[config.mk]
export PLATFORM = sky130hd
export DESIGN_NAME = cj_branch_unit
export DESIGN_NICKNAME = d
export VERILOG_FILES = /design/src/rtl/cj_pkg.sv /design/src/rtl/cj_operand_sel.sv /design/src/rtl/cj_cond_eval.sv /design/src/rtl/cj_next_ip.sv /design/src/rtl/cj_branch_unit.sv
export SDC_FILE = /design/constraint.sdc
export NUM_CORES = 1
export LEC_CHECK = 0
export ABC_CLOCK_PERIOD_IN_PS = 1800
export BUFFER_PORTS_ARGS = -buffer_cell sky130_fd_sc_hd__buf_4
export CORE_MARGIN = 2
export CORE_UTILIZATION = 49
export CTS_CLUSTER_DIAMETER = 30
export CTS_CLUSTER_SIZE = 30
export DETAILED_ROUTE_END_ITERATION = 8
export HOLD_SLACK_MARGIN = 0.06
export PLACE_DENSITY = 0.91
export SLEW_MARGIN = 20
export SYNTH_ARGS = -nofsm -noshare
export SYNTH_HDL_FRONTEND = slang
export SYNTH_SLANG_ARGS = --single-unit
[constraint.sdc]
create_clock -name clk -period 1.8 [get_ports clk]
set_input_delay 0.18 -clock clk [delete_from_list [all_inputs] [get_ports clk]]
set_output_delay 0.18 -clock clk [all_outputs]
set_load 0.1 [all_outputs]
[src/rtl/cj_pkg.sv]
package cj_pkg;

  typedef enum logic [2:0] {
    CJ_ALWAYS = 3'd0,
    CJ_EQ     = 3'd1,
    CJ_NE     = 3'd2,
    CJ_UGT    = 3'd3,
    CJ_UGE    = 3'd4,
    CJ_SGT    = 3'd5,
    CJ_SGE    = 3'd6,
    CJ_RSVD   = 3'd7
  } cj_cond_e;

  function automatic logic cond_is_legal(input cj_cond_e c);
    return c != CJ_RSVD;
  endfunction

endpackage

[src/rtl/cj_operand_sel.sv]
module cj_operand_sel #(
  parameter int DATA_W = 32,
  parameter int IMM_W  = 16
) (
  input  logic              imm_sel,
  input  logic [DATA_W-1:0] rs2_val,
  input  logic [IMM_W-1:0]  imm,
  output logic [DATA_W-1:0] opb
);
  localparam int EXT_W = (DATA_W > IMM_W) ? DATA_W - IMM_W : 1;

  logic [DATA_W-1:0] imm_ext;

  generate
    if (DATA_W > IMM_W) begin : g_extend
      assign imm_ext = {{EXT_W{imm[IMM_W-1]}}, imm};
    end else begin : g_trunc
      assign imm_ext = imm[DATA_W-1:0];
    end
  endgenerate

  assign opb = imm_sel ? imm_ext : rs2_val;

  always_comb begin

    imm_sign_chk: assert (!(imm_sel && DATA_W > IMM_W) || opb[DATA_W-1] == imm[IMM_W-1]);
  end
endmodule

[src/rtl/cj_cond_eval.sv]
module cj_cond_eval
  import cj_pkg::*;
#(
  parameter int DATA_W = 32
) (
  input  cj_cond_e          cond,
  input  logic [DATA_W-1:0] opa,
  input  logic [DATA_W-1:0] opb,
  output logic              taken,
  output logic              illegal
);
  // Unsigned a > b from the borrow of a widened subtraction.
  function automatic logic u_gt(input logic [DATA_W-1:0] a, input logic [DATA_W-1:0] b);
    logic [DATA_W:0] d;
    d = {1'b0, b} - {1'b0, a};
    return d[DATA_W];
  endfunction

  // Signed a > b: flip the sign bits, then compare as unsigned.
  function automatic logic s_gt(input logic [DATA_W-1:0] a, input logic [DATA_W-1:0] b);
    logic [DATA_W-1:0] ab;
    logic [DATA_W-1:0] bb;
    ab = a ^ {1'b1, {(DATA_W-1){1'b0}}};
    bb = b ^ {1'b1, {(DATA_W-1){1'b0}}};
    return u_gt(ab, bb);
  endfunction

  logic eq_w, ugt_w, sgt_w, uge_w, sge_w;

  assign eq_w  = (opa == opb);
  assign ugt_w = u_gt(opa, opb);
  assign sgt_w = s_gt(opa, opb);
  assign uge_w = ugt_w | eq_w;
  assign sge_w = sgt_w | eq_w;

  always_comb begin
    unique case (cond)
      CJ_ALWAYS: taken = 1'b1;
      CJ_EQ:     taken = eq_w;
      CJ_NE:     taken = !eq_w;
      CJ_UGT:    taken = ugt_w;
      CJ_UGE:    taken = uge_w;
      CJ_SGT:    taken = sgt_w;
      CJ_SGE:    taken = sge_w;
      default:   taken = 1'b0;
    endcase
    illegal = !cond_is_legal(cond);
  end

  always_comb begin

    rsvd_excl_chk: assert ($onehot0({taken, illegal}));

    ugt_not_eq_chk: assert (!(ugt_w && eq_w));

    sgt_not_eq_chk: assert (!(sgt_w && eq_w));
  end
endmodule

[src/rtl/cj_next_ip.sv]
module cj_next_ip #(
  parameter int ADDR_W = 32
) (
  input  logic              taken,
  input  logic [ADDR_W-1:0] cur_ip,
  input  logic [ADDR_W-1:0] jump_tgt,
  output logic [ADDR_W-1:0] next_ip
);
  localparam logic [ADDR_W-1:0] STEP = ADDR_W'(1);

  logic [ADDR_W-1:0] seq_ip;

  assign seq_ip  = cur_ip + STEP;
  assign next_ip = taken ? jump_tgt : seq_ip;

  always_comb begin

    seq_step_chk: assert (seq_ip - cur_ip == STEP);
  end
endmodule

[src/rtl/cj_branch_unit.sv]
module cj_branch_unit
  import cj_pkg::*;
#(
  parameter int DATA_W = 32,
  parameter int IMM_W  = 16,
  parameter int ADDR_W = 32
) (
  input  logic              clk,
  input  logic              rst_n,
  input  logic              in_valid,
  input  logic [2:0]        cond,
  input  logic              imm_sel,
  input  logic [DATA_W-1:0] rs1_val,
  input  logic [DATA_W-1:0] rs2_val,
  input  logic [IMM_W-1:0]  imm16,
  input  logic [ADDR_W-1:0] cur_ip,
  input  logic [ADDR_W-1:0] jump_tgt,
  output logic              out_valid,
  output logic              taken,
  output logic              illegal,
  output logic [ADDR_W-1:0] next_ip
);
  logic [DATA_W-1:0] opb_w;
  logic              taken_w;
  logic              illegal_w;
  logic [ADDR_W-1:0] next_ip_w;

  cj_operand_sel #(.DATA_W(DATA_W), .IMM_W(IMM_W)) u_opsel (
    .imm_sel (imm_sel),
    .rs2_val (rs2_val),
    .imm     (imm16),
    .opb     (opb_w)
  );

  cj_cond_eval #(.DATA_W(DATA_W)) u_eval (
    .cond    (cj_cond_e'(cond)),
    .opa     (rs1_val),
    .opb     (opb_w),
    .taken   (taken_w),
    .illegal (illegal_w)
  );

  cj_next_ip #(.ADDR_W(ADDR_W)) u_nip (
    .taken    (taken_w),
    .cur_ip   (cur_ip),
    .jump_tgt (jump_tgt),
    .next_ip  (next_ip_w)
  );

  always_ff @(posedge clk or negedge rst_n) begin
    if (!rst_n) begin
      out_valid <= 1'b0;
      taken     <= 1'b0;
      illegal   <= 1'b0;
      next_ip   <= '0;
    end else begin
      out_valid <= in_valid;
      if (in_valid) begin
        taken   <= taken_w;
        illegal <= illegal_w;
        next_ip <= next_ip_w;
      end
    end
  end


  valid_follow_chk: assert property (@(posedge clk) disable iff (!rst_n)
    in_valid |=> out_valid);

  idle_hold_chk: assert property (@(posedge clk) disable iff (!rst_n)
    !in_valid |=> (!out_valid && $stable(taken) && $stable(next_ip)));

  always_taken_chk: assert property (@(posedge clk) disable iff (!rst_n)
    (in_valid && cond == 3'd0) |=> taken);

  rsvd_flag_chk: assert property (@(posedge clk) disable iff (!rst_n)
    (in_valid && cond == 3'd7) |=> (illegal && !taken));

  seq_ip_chk: assert property (@(posedge clk) disable iff (!rst_n)
    (in_valid && cond == 3'd7) |=> next_ip == $past(cur_ip) + ADDR_W'(1));
endmodule

**Word level (Yosys, flattened, before mapping)**

Cells that the tools add are included.

- Bits in registers: 35
- Output and inout bits: 35

- Add/subtract/negate cells: 3
- Equal/unequal tests: 8
- Muxes and demuxes: 3
- Bitwise logic cells: 4
- Reductions and logical operators: 3

Operators by type and width:

| kind | count |
|---|---|
| $sub 32x32->33 | 2 |
| $mux 32 | 2 |
| $add 32x1->32 const B | 1 |
| $eq 32x32->1 | 1 |
| $eq 3x3->1 const B | 3 |
| $pmux 1 s7 | 1 |
| $eq 3x2->1 const B | 2 |
| $eq 3x1->1 const B | 1 |
| $logic_not 3->1 | 1 |
| $ne 3x3->1 const B | 1 |
| $logic_not 1->1 | 2 |
| $not 1->1 | 2 |
| $or 1x1->1 | 2 |

**Logic depth before layout (Yosys ltp)**

- Word-level depth: 6
- Depth in mapped cells: 14
- Gate-level depth less buffers: 11

**Cells and area by module**

From an unflattened synthesis, not the netlist that was laid out.

- Cells, all modules: 414
- Area, all modules: 3933.8 sq um

Modules (own cells, without submodules):

| module | instances | cells each | area an instance (sq um) | sequential area each (sq um) |
|---|---|---|---|---|
| cj_branch_unit | 1 | 73 | 1442.6 | 875.8 |
| cj_next_ip | 1 | 178 | 1044.8 | 0.0 |
| cj_cond_eval | 1 | 126 | 897.1 | 0.0 |
| cj_operand_sel | 1 | 37 | 549.3 | 0.0 |

**Worst setup path after synthesis**

No wires, ideal clock.

- Kind: input port to flip-flop
- From: input port imm_sel
- To: register next_ip[18]
- Data arrival time: 2.990 ns
- Slack: -1.314 ns
- Stages on the path: 12
- Path through: clkbuf_1 > clkbuf_1 > mux2_2 > ha_1 > nand4_1 > nor4_1 > nand4_1 > or3_1 > o21ai_2 > buf_2 > o21ai_0 > o221a_2

- Longest elaborated chain between the ends: 6

RTL lines:

| item | line | text |
|---|---|---|
| from (decl) | cj_branch_unit.sv:12 | `input logic imm_sel,` |
| $mux 32 (*) | cj_operand_sel.sv:22 | `assign opb = imm_sel ? imm_ext : rs2_val;` |
| $not 1->1 (no line) | n/a |  |
| $sub 32x32->33 | cj_cond_eval.sv:15 | `d = {1'b0, b} - {1'b0, a};` |
| $or 1x1->1 | cj_cond_eval.sv:34 | `assign sge_w = sgt_w \| eq_w;` |
| $pmux 1 s7 (*) | cj_cond_eval.sv:37 | `unique case (cond)` |
| $mux 32 (*) | cj_next_ip.sv:14 | `assign next_ip = taken ? jump_tgt : seq_ip;` |
| to (signal assigned) | cj_branch_unit.sv:61 | `next_ip <= next_ip_w;` |
| to (decl) | cj_branch_unit.sv:21 | `output logic [ADDR_W-1:0] next_ip` |

Every way passes the cells marked *; elsewhere a longest branch is shown, timed or not.
A chain may end at the register's enable or synchronous reset.

**Worst setup path in the final report**

- From: input port imm_sel
- To: register next_ip[19]

Same word-level chain as after synthesis.

==> results.ini <==
[global_routing]
busiest_layer = met2
grt_first_pass_wirelength_um = 22300
antenna_found_initial = 0
use_met1_pct = 41.0
track_usage_pct = 37.7
met3_usage_pct = 7.33
grt_pass1_vias = 4565
met2_usage_pct = 67.7
grt_max_degree = 40
globalRoute.totalOverflow = 0

[place]
placedCellCount = 671
dp_hpwl_um = 9600
placed_cell_area_um2 = 5140
port_buffers = 185
place_congestion = 0.889
pre_cts_ws_ps = -1280

[synth]
synth_area_um2 = 3330
synthFlopType = dfrtp_1
async_flop_share_pct = 100
ys_seq_area_share_pct = 26.3
synthCells = 389
ys_warn_count = 0
synth-seq-cells = 35
synth.area.top_cells = dfrtp_1, ha_1, a221o_1
synth_edf_count = 0
syn_avg_cell_area_um2 = 8.57
synth_top_cell_by_area = dfrtp_1
syn_nets = 574
synth_top_area_share_pct = 26.3
synth_cell_types = 45

[route]
drt-vias-per-instance = 6.45
drt-pass1-iter-count = 5
dr_total_vias = 4476
drc = 0
routedWlPerCell_um = 22.3
totalWireLength_um = 15500
drtIter0Drc = 399
postRouteAntennaNets = 0

[outcome]
status = finished with violations
violations = negative setup slack

[worst_setup_path]
required_ps = 2030
start_kind = primary input
path_class = in2reg
arrival_ps = 3140
reg2reg_depth = 1
cp_max_fo = 7
worstSetupEndpointType = flip-flop

[sta]
max_freq_mhz = 344
final.setup.worst_slack_ps = -1110
fin_crit_ps = 2910
rsz0062_at_grt = yes
tightest_slew_ps = 477
period_share_pct = 162
whs_ps = 90.5
final_hold_viol_count = 0
finalSetupViolCount = 33
maxSlewHeadroom_pct = 68.2
fin_worst_skew_ps = 0
tns_ps = -33940
maxSlewViolCount = 0

[final_layout]
stdcell_count = 694
n_antenna_cell = 0
final_util_pct = 85.1
syn_to_final_growth_pct = 70.7
fin_area_um2 = 5690
layout_commonest_cell = buf_4
fillers = 329
finalNetCount = 798
multiInputGateArea_um2 = 2450
drive_gt1_share_pct = 47.6
final_cell_mix = buf_4, inv_1, dfrtp_1
register_area_um2 = 876

[min_path]
whs_path_depth = 1
hold_class = in2reg

[cts]
clk_pin_slew_ps = 80
cts_buffers = 5
clockBufferDepth = 2
cts_tree = yes
cts-root-buf = clkbuf_8
cts-htree-levels = 2
clock_sinks = 35
clk_latency_ps = 300

[power]
total_power_mw = 4.12
p_leak_nw = 2.84
peakVddDrop_mv = 0.574
powerDensity_nw_per_um2 = 724

[flow_run]
max_cap_violations = 0

[floorplan]
ios = 186
core_area_um2 = 6680
die_x_um = 86.5
rows = 30
die_y_um = 86.5
start_util_pct = 49.9
die_area_um2 = 7480

## cell usage after synthesis, drive strengths merged (2+ instances only)
library cell	n
and4	5
inv	52
nor2b	2
buf	7
o211ai	2
a21oi	16
a221o	28
and2	2
and3	7
dfrtp	35
ha	34
xor2	21
nor3	4
xnor2	9
a221oi	2
or3	3
a21o	2
a41o	2
nand3	18
mux2	14
nand2	18
nor2	6
nand4	17
o2bb2ai	3
o21ai	26
o21a	3
nor4	26
clkbuf	15
## cell families (layout without fill, tap and decap cells)
kind of cell | after synthesis | after routing | share of synthesized area (%)
AO/OA/AOI/OAI | 90 | 90 | 20.2
XOR/XNOR | 30 | 30 | 7.89
adder cells (fa/ha/maj) | 34 | 34 | 12.8
buffers and inverters | 75 | 300 | 9.12
flip-flops | 35 | 35 | 26.3
multiplexers | 15 | 15 | 5.03
AND/OR/NAND/NOR | 110 | 110 | 18.7
## final timing paths
kind | from | endpoint | slack [ps]
hold / removal | in_valid | out_valid | 90
min in group asynchronous | rst_n | next_ip[5] | 390
max in group asynchronous | rst_n | next_ip[16] | 1080
setup / recovery | imm_sel | next_ip[19] | -1110
setup reg to reg | next_ip[19] | next_ip[19] | 830
hold reg to reg | taken | taken | 500
## per-layer routing
metal  share of wire [%]  routed length (um)
met5                   0                   0
met4                 8.1                1260
met3                 9.2                1420
met2                  49                7580
met1                  34                5220
## final cells by class
class,count,share of cell area [%]
timing repair buffer,239,34.2
tap,80,1.76
clock buffer,5,1.21
clock inverter,3,0.770
multi-input combinational,279,43.2
inverter,53,3.50
sequential,35,15.4
## worst max-delay path, cell delays in order
cell     delay [ps]
buf_16          120
buf_8           130
buf_6           120
mux2_4          310
ha_4            270
nand4_1         190
nor4_4          320
nand4_1         220
buf_4           210
xnor2_4         150
o21a_4          240
a21oi_4         280
buf_6           200
a221o_1         200
## state kept, by name, indices dropped and copies added (netlist names)
name       flops
illegal        1
next_ip       32
out_valid      1
taken          1
## where the power goes
group / internal (mW) / switching [mW] / total, mW
clock: 0.413 / 0.336 / 0.749
combinational: 0.829 / 1.54 / 2.37
sequential: 0.908 / 0.0866 / 0.995
total: 2.15 / 1.97 / 4.12
## what timing repair did
action                                 4_1_cts  5_1_grt
resized for setup                           36       18
gates cloned                                 3        1
endpoints found under the hold margin       35        0
pin swaps                                   29       22
buffers inserted                             9        2
setup endpoints to repair                   33       33
hold buffers                                 1        0
Note: power is estimated with default switching activity, not from simulation.
